--- src/rtl/dstf_pkg.sv ---
package dstf_pkg;

  localparam int ADDR_W   = 48;
  localparam int STA_LO_W = 32;
  localparam int STA_HI_W = 16;

  typedef enum logic [1:0] {
    RSN_STATION = 2'd0,
    RSN_BCAST   = 2'd1,
    RSN_HASH    = 2'd2,
    RSN_COPYALL = 2'd3
  } reason_e;

  typedef struct packed {
    logic copy_all;
    logic mc_hash;
    logic uc_hash;
    logic no_bcast;
  } mode_t;

  typedef struct packed {
    logic    accept;
    reason_e reason;
  } verdict_t;

endpackage

--- src/rtl/dstf_hash_index.sv ---
module dstf_hash_index #(
  parameter int ADDR_W = 48,
  parameter int IDX_W  = 6
) (
  input  logic [ADDR_W-1:0] addr,
  output logic [IDX_W-1:0]  idx
);

  // Index bit k folds every address bit whose position is congruent to k modulo IDX_W.
  for (genvar k = 0; k < IDX_W; k++) begin : g_fold
    logic fold_bit;
    always_comb begin
      fold_bit = 1'b0;
      for (int p = k; p < ADDR_W; p += IDX_W) begin
        fold_bit = fold_bit ^ addr[p];
      end
    end
    assign idx[k] = fold_bit;
  end

endmodule

--- src/rtl/dstf_hash_lookup.sv ---
module dstf_hash_lookup #(
  parameter int IDX_W = 6,
  localparam int TABLE_W = 1 << IDX_W,
  localparam int HALF_W  = TABLE_W / 2
) (
  input  logic [IDX_W-1:0]  idx,
  input  logic [HALF_W-1:0] table_lo,
  input  logic [HALF_W-1:0] table_hi,
  output logic              hit
);

  logic [TABLE_W-1:0] table_all;

  assign table_all = {table_hi, table_lo};

  always_comb begin
    hit = table_all[idx];
  end

endmodule

--- src/rtl/dstf_station_cmp.sv ---
module dstf_station_cmp
  import dstf_pkg::*;
(
  input  logic [ADDR_W-1:0]   addr,
  input  logic [STA_LO_W-1:0] word_lo,
  input  logic [STA_HI_W-1:0] word_hi,
  output logic                hit
);

  logic [ADDR_W-1:0] station;
  logic              enabled;

  // Byte 0 sits in the least significant position of both the address and the low word.
  assign station = {word_hi, word_lo};
  assign enabled = |station;

  always_comb begin
    hit = enabled && (station == addr);
  end

endmodule

--- src/rtl/dstf_decide.sv ---
module dstf_decide
  import dstf_pkg::*;
(
  input  mode_t    mode,
  input  logic     station_hit,
  input  logic     is_bcast,
  input  logic     is_group,
  input  logic     table_hit,
  output verdict_t verdict
);

  logic hash_armed;

  assign hash_armed = is_group ? mode.mc_hash : mode.uc_hash;

  always_comb begin
    verdict = '{accept: 1'b0, reason: RSN_STATION};
    if (mode.copy_all) begin
      verdict = '{accept: 1'b1, reason: RSN_COPYALL};
    end else if (is_bcast && mode.no_bcast) begin
      verdict = '{accept: 1'b0, reason: RSN_STATION};
    end else if (station_hit) begin
      verdict = '{accept: 1'b1, reason: RSN_STATION};
    end else if (is_bcast) begin
      verdict = '{accept: 1'b1, reason: RSN_BCAST};
    end else if (hash_armed && table_hit) begin
      verdict = '{accept: 1'b1, reason: RSN_HASH};
    end
  end

endmodule

--- src/rtl/dst_addr_screen.sv ---
module dst_addr_screen
  import dstf_pkg::*;
#(
  parameter int NUM_STATION = 4,
  parameter int IDX_W       = 6,
  localparam int TABLE_W = 1 << IDX_W,
  localparam int HALF_W  = TABLE_W / 2
) (
  input  logic                            clk,
  input  logic                            rst_n,
  input  logic                            dst_valid,
  input  logic [ADDR_W-1:0]               dst_addr,
  input  logic [NUM_STATION*STA_LO_W-1:0] sta_lo_words,
  input  logic [NUM_STATION*STA_HI_W-1:0] sta_hi_words,
  input  logic [HALF_W-1:0]               hash_lo,
  input  logic [HALF_W-1:0]               hash_hi,
  input  logic                            mode_copy_all,
  input  logic                            mode_mc_hash,
  input  logic                            mode_uc_hash,
  input  logic                            mode_no_bcast,
  output logic                            dec_valid,
  output logic                            dec_accept,
  output logic [1:0]                      dec_reason
);

  // Reset: asserted asynchronously, released after two clock edges.
  logic [1:0] rst_sync_q;
  logic       rst_l;

  always_ff @(posedge clk or negedge rst_n) begin
    if (!rst_n) rst_sync_q <= 2'b00;
    else        rst_sync_q <= {rst_sync_q[0], 1'b1};
  end
  assign rst_l = rst_sync_q[1];

  // Address classification.
  logic                   is_bcast;
  logic                   is_group;
  logic [IDX_W-1:0]       hash_idx;
  logic                   table_hit;
  logic [NUM_STATION-1:0] sta_hit;
  logic                   station_any;
  mode_t                  mode;
  verdict_t               verdict;

  assign is_bcast    = &dst_addr;
  assign is_group    = dst_addr[0];
  assign station_any = |sta_hit;
  assign mode        = '{copy_all: mode_copy_all, mc_hash: mode_mc_hash,
                         uc_hash: mode_uc_hash, no_bcast: mode_no_bcast};

  dstf_hash_index #(.ADDR_W(ADDR_W), .IDX_W(IDX_W)) u_index (
    .addr (dst_addr),
    .idx  (hash_idx)
  );

  dstf_hash_lookup #(.IDX_W(IDX_W)) u_lookup (
    .idx      (hash_idx),
    .table_lo (hash_lo),
    .table_hi (hash_hi),
    .hit      (table_hit)
  );

  for (genvar g = 0; g < NUM_STATION; g++) begin : g_sta
    dstf_station_cmp u_cmp (
      .addr    (dst_addr),
      .word_lo (sta_lo_words[g*STA_LO_W +: STA_LO_W]),
      .word_hi (sta_hi_words[g*STA_HI_W +: STA_HI_W]),
      .hit     (sta_hit[g])
    );

    // a station programmed as all zeros never reports a hit.
    p_zero_station_r5 : assert property (@(posedge clk) disable iff (!rst_l)
      (dst_valid && ({sta_hi_words[g*STA_HI_W +: STA_HI_W],
                      sta_lo_words[g*STA_LO_W +: STA_LO_W]} == '0)) |-> !sta_hit[g]);
  end

  dstf_decide u_decide (
    .mode        (mode),
    .station_hit (station_any),
    .is_bcast    (is_bcast),
    .is_group    (is_group),
    .table_hit   (table_hit),
    .verdict     (verdict)
  );

  // Output stage: next state and register kept apart.
  logic       out_en;
  logic       valid_d,  valid_q;
  logic       accept_d, accept_q;
  logic [1:0] reason_d, reason_q;

  assign out_en = dst_valid | valid_q;

  always_comb begin
    valid_d  = dst_valid;
    accept_d = dst_valid & verdict.accept;
    reason_d = dst_valid ? verdict.reason : 2'd0;
  end

  always_ff @(posedge clk or negedge rst_l) begin
    if (!rst_l) begin
      valid_q  <= 1'b0;
      accept_q <= 1'b0;
      reason_q <= 2'd0;
    end else if (out_en) begin
      valid_q  <= valid_d;
      accept_q <= accept_d;
      reason_q <= reason_d;
    end
  end

  assign dec_valid  = valid_q;
  assign dec_accept = accept_q;
  assign dec_reason = reason_q;

  // one verdict per strobe, in the next cycle only.
  p_verdict_follows_r2 : assert property (@(posedge clk) disable iff (!rst_l)
    dst_valid |=> dec_valid);
  p_verdict_single_r2 : assert property (@(posedge clk) disable iff (!rst_l)
    !dst_valid |=> !dec_valid);
  p_idle_quiet_r2 : assert property (@(posedge clk) disable iff (!rst_l)
    !dec_valid |-> (!dec_accept && dec_reason == 2'd0));

  // copy-all admits everything.
  p_copy_all_r3 : assert property (@(posedge clk) disable iff (!rst_l)
    (dst_valid && mode_copy_all) |=> (dec_accept && dec_reason == 2'd3));

  // the broadcast veto holds against every rule except copy-all.
  p_bcast_veto_r6 : assert property (@(posedge clk) disable iff (!rst_l)
    (dst_valid && is_bcast && mode_no_bcast && !mode_copy_all) |=> !dec_accept);

  // a full table admits every group address when the group hash is on.
  p_full_table_r10 : assert property (@(posedge clk) disable iff (!rst_l)
    (dst_valid && dst_addr[0] && mode_mc_hash && !mode_no_bcast
     && (&hash_lo) && (&hash_hi)) |=> dec_accept);

  // unmatched addresses are dropped with a zero reason.
  p_no_rule_r11 : assert property (@(posedge clk) disable iff (!rst_l)
    (dst_valid && !mode_copy_all && !station_any && !is_bcast
     && !mode_mc_hash && !mode_uc_hash) |=> (!dec_accept && dec_reason == 2'd0));

endmodule

--- config.mk ---
export PLATFORM = sky130hd
export DESIGN_NAME = dst_addr_screen
export DESIGN_NICKNAME = d
export VERILOG_FILES = /design/src/rtl/dstf_pkg.sv /design/src/rtl/dstf_hash_index.sv /design/src/rtl/dstf_hash_lookup.sv /design/src/rtl/dstf_station_cmp.sv /design/src/rtl/dstf_decide.sv /design/src/rtl/dst_addr_screen.sv
export SDC_FILE = /design/constraint.sdc
export NUM_CORES = 1
export LEC_CHECK = 0
export CAP_MARGIN = 20
export CORE_AREA = 2 2 122 124
export CTS_CLUSTER_DIAMETER = 150
export DETAILED_ROUTE_END_ITERATION = 8
export DIE_AREA = 0 0 124 126
export GPL_ROUTABILITY_DRIVEN = 0
export MAX_ROUTING_LAYER = met4
export PLACE_DENSITY = 0.71
export SLEW_MARGIN = 5
export SYNTH_ARGS = -nofsm -noshare
export SYNTH_HDL_FRONTEND = slang
export SYNTH_SLANG_ARGS = --single-unit
--- constraint.sdc ---
create_clock -name clk -period 1.06 [get_ports clk]
set_input_delay 0.318 -clock clk [delete_from_list [all_inputs] [get_ports clk]]
set_output_delay 0.318 -clock clk [all_outputs]
set_load 0.02 [all_outputs]
==> flow_summary_export.csv <==
group,metric,value,unit
layout,layout-drive-gt1-share,0.424,
floorplanning,coreArea,14300,um2
power_and_ir_drop,p_int,4220,uW
logic_synthesis,synth_top_family_by_area,"XOR/XNOR gates",
grt,grt_use_met1,0.366,
run_status,status,"finished with violations",
layout,area_growth,154,%
power_and_ir_drop,p_seq_frac,0.039,
detailed_routing,wire_per_inst,23.3,um
cts,clk_transition_reported_paths,30,ps
place,numPortBuffers,314,
sta,fin_crit_sh,2.67,
power_and_ir_drop,p_comb_frac,0.872,
grt,grt_pass1_vias,7183,
power_and_ir_drop,power_frac_clock,0.089,
grt,grt_use_met2,0.623,
sta,setup_viol,5,
critical_path,cp.required,1160,ps
logic_synthesis,seq_area_frac_synth,0.0362,
layout,fillers,1052,
logic_synthesis,synthFlopType,"dfrtp_1",
sta,finalWorstSetupSlack,-1770,ps
logic_synthesis,async_flop_share,1.00,
critical_path,worstSetupStartpointType,"input port",
floorplanning,die_h,126,um
sta,skew,0.205,ps
logic_synthesis,yosysUniqueCellTypes,42,
cts,root_buffer,"clkbuf_16",
logic_synthesis,synth_compound_area_frac,0.0247,
sta,finalHoldViolations,0,
critical_path,reg2reg_from,"dec_accept",
cts,insertion_delay,230,ps
cts,clkSinkCount,6,
floorplanning,dieArea,15600,um2
floorplanning,die_x,124,um
detailed_routing,firstDrtPassIters,6,
worst_hold_path,hold_class,"reg -> async",
floorplanning,start_util,0.290,
grt,grt_overflow_total,0,
place,pre_cts_slack,-2470,ps
logic_synthesis,avgSynthCellArea,8.30,um2
logic_synthesis,yosysWarnings,0,
place,dpl_cell_area,9430,um2
logic_synthesis,syn_inst,500,
grt,grt_use_total,0.350,
place,hpwl,22800,um
cts,htree_levels,1,
critical_path,r2r_setup_slack,-20,ps
logic_synthesis,synth_top_area_share,0.416,
layout,final_util,0.735,
logic_synthesis,synthMuxAreaShare,0.108,
sta,fin_hold_ws,82.0,ps
critical_path,timing.rr.end,"dec_accept",
critical_path,critPathCaptureType,"flip-flop",
detailed_routing,vias,6787,
power_and_ir_drop,switching_share,0.400,
flow_run,maxCapViolations,0,
sta,rsz0062_at_grt,"yes",
logic_synthesis,synth_xor_area_frac,0.517,
detailed_routing,avgViaCountPerCell,5.36,
grt,grt_use_met3,0.0485,
grt,grt_max_degree,16,
power_and_ir_drop,powerDensity,668,nW/um2
sta,drv_slew,0,
detailed_routing,drt_iter0_markers,420,
power_and_ir_drop,p_sw,2810,uW
logic_synthesis,synth_area_leader_cell,"xor2_1",
logic_synthesis,synthTopCellsByArea,"xor2_1, nor4_1, xnor2_1",
critical_path,crit_type,"in -> reg",
floorplanning,num_rows,44,
detailed_routing,drc,0,
logic_synthesis,yosys.area_share.adder,0,
cts,cts_tree,"yes",
detailed_routing,finalWirelength,29400,um
logic_synthesis,syn_nets,811,
power_and_ir_drop,p_leak,0.00517,uW
logic_synthesis,synth_edf_count,0,
sta,fmax,354,MHz
detailed_routing,ant_nets,0,
power_and_ir_drop,vdd_drop_max,683,uV
critical_path,cp_max_fo,6,
cts,numCtsBuffers,3,
grt,grt_pass1_wl,39400,um
sta,period_minus_slack,2830,ps
grt,grt.busiest_layer,"met2",
critical_path,worstRegToRegCells,4,
run_status,violations,"setup timing",
layout,final_area,10500,um2
logic_synthesis,synthSimpleGateAreaFrac,0.248,
logic_synthesis,synth_area,4150,um2
layout,num-nets-final,1391,
grt,grt_antenna_before_repair,4,
sta,fin_setup_tns,-4750,ps
critical_path,worstPathArrival,2930,ps
floorplanning,ios,315,
cts,cts_max_path_buffers,2,
logic_synthesis,ys_seq_elements,6,
==> worst max-delay path, stage by stage <==
cell and delay, ps:
clkdlybuf4s15_1 240, xnor2_2 180, buf_4 150, xnor2_2 140, xnor2_2 150, buf_6 140
buf_4 140, a2111oi_2 510, a2111oi_4 130, a2111oi_4 490, nor3_2 90, o31a_1 260
==> stage by stage <==
stage	total power, uW	std cells
after floorplan	2820	500
after global placement	5600	1222
after detailed placement	5680	1222
after CTS	6700	1247
after global routing	7350	1266
final	7030	1266
==> flip-flops by register name, indices dropped and copies added (netlist names) <==
name	flops
dec_accept	1
dec_reason	2
dec_valid	1
rst_sync_q	2
==> Yosys cell counts, types with 4 or more instances <==
library cell  number
nand2_1            5
clkbuf_1          25
nor3_1             7
nand4_1           36
buf_6              4
nor2_1             4
mux2i_1           11
dfrtp_1            6
buf_2             18
xnor2_1           31
mux4_1             9
xor2_1           197
nor4_1           105
==> cells by family after synthesis <==
logic type,count (synthesis)
XOR/XNOR,235
flip-flops,6
other,1
multiplexers,26
AO/OA/AOI/OAI,12
buffers and inverters,52
AND/OR/NAND/NOR,168
==> power by group through the flow <==
stage	Combinational, uW	Sequential, uW	Clock [uW]
floorplan	2530	290	0
global placement	5330	269	0
detailed placement	5410	270	0
CTS	5800	272	626
global route	6440	274	634
finish	6130	272	624
==> placed cells by master (no fill, tap or decap), types with 7 or more instances in the layout <==
cell type	n
dlygate4sd2_1	64
nor4_2	42
clkbuf_2	29
xnor2_4	7
clkdlybuf4s15_1	13
mux4_1	7
xor2_1	194
mux2i_1	11
nand4_1	36
buf_4	268
buf_12	14
buf_2	7
xnor2_1	18
xnor2_2	12
nor4_1	57
buf_6	39
clkdlybuf4s50_1	116
dlymetal6s2s_1	74
==> layer usage <==
metal,vias up,part of all wire,wire (um)
li1,3002,-,-
met1,3141,0.34,10000
met2,495,0.50,14600
met3,149,0.094,2770
met4,0,0.068,2010
met5,-,0,0
==> how the worst max path moves through the flow <==
stage / from / endpoint / slack, ps / cells past startpoint
3_3_place_gp: dst_addr[18] / dec_accept / -2380 / 11
5_1_grt: dst_addr[6] / dec_accept / -1830 / 10
6_report: dst_addr[13] / dec_accept / -1770 / 12
4_1_cts: dst_addr[6] / dec_accept / -1900 / 11
3_5_place_dp: dst_addr[12] / dec_accept / -2470 / 11
2_1_floorplan: dst_addr[18] / dec_accept / -1850 / 10
==> area by class of cell <==
| cell class | count | area, um2 | area share |
|---|---|---|---|
| Sequential cell | 6 | 150 | 0.0143 |
| Clock buffer | 3 | 75.1 | 0.00713 |
| Multi-Input combinational cell | 442 | 4330 | 0.412 |
| Timing Repair Buffer | 627 | 5730 | 0.544 |
| Tap cell | 184 | 230 | 0.0219 |
| Antenna cell | 4 | 10.0 | 0.000951 |
==> repair_timing <==
item | in CTS | in global routing
endpoints found under the setup margin | 7 | 7
buffers inserted | 23 | 17
hold buffers | 0 | 0
resized for setup | 262 | 200
pin swaps | 73 | 98
Note: power is estimated with default switching activity, not from simulation.
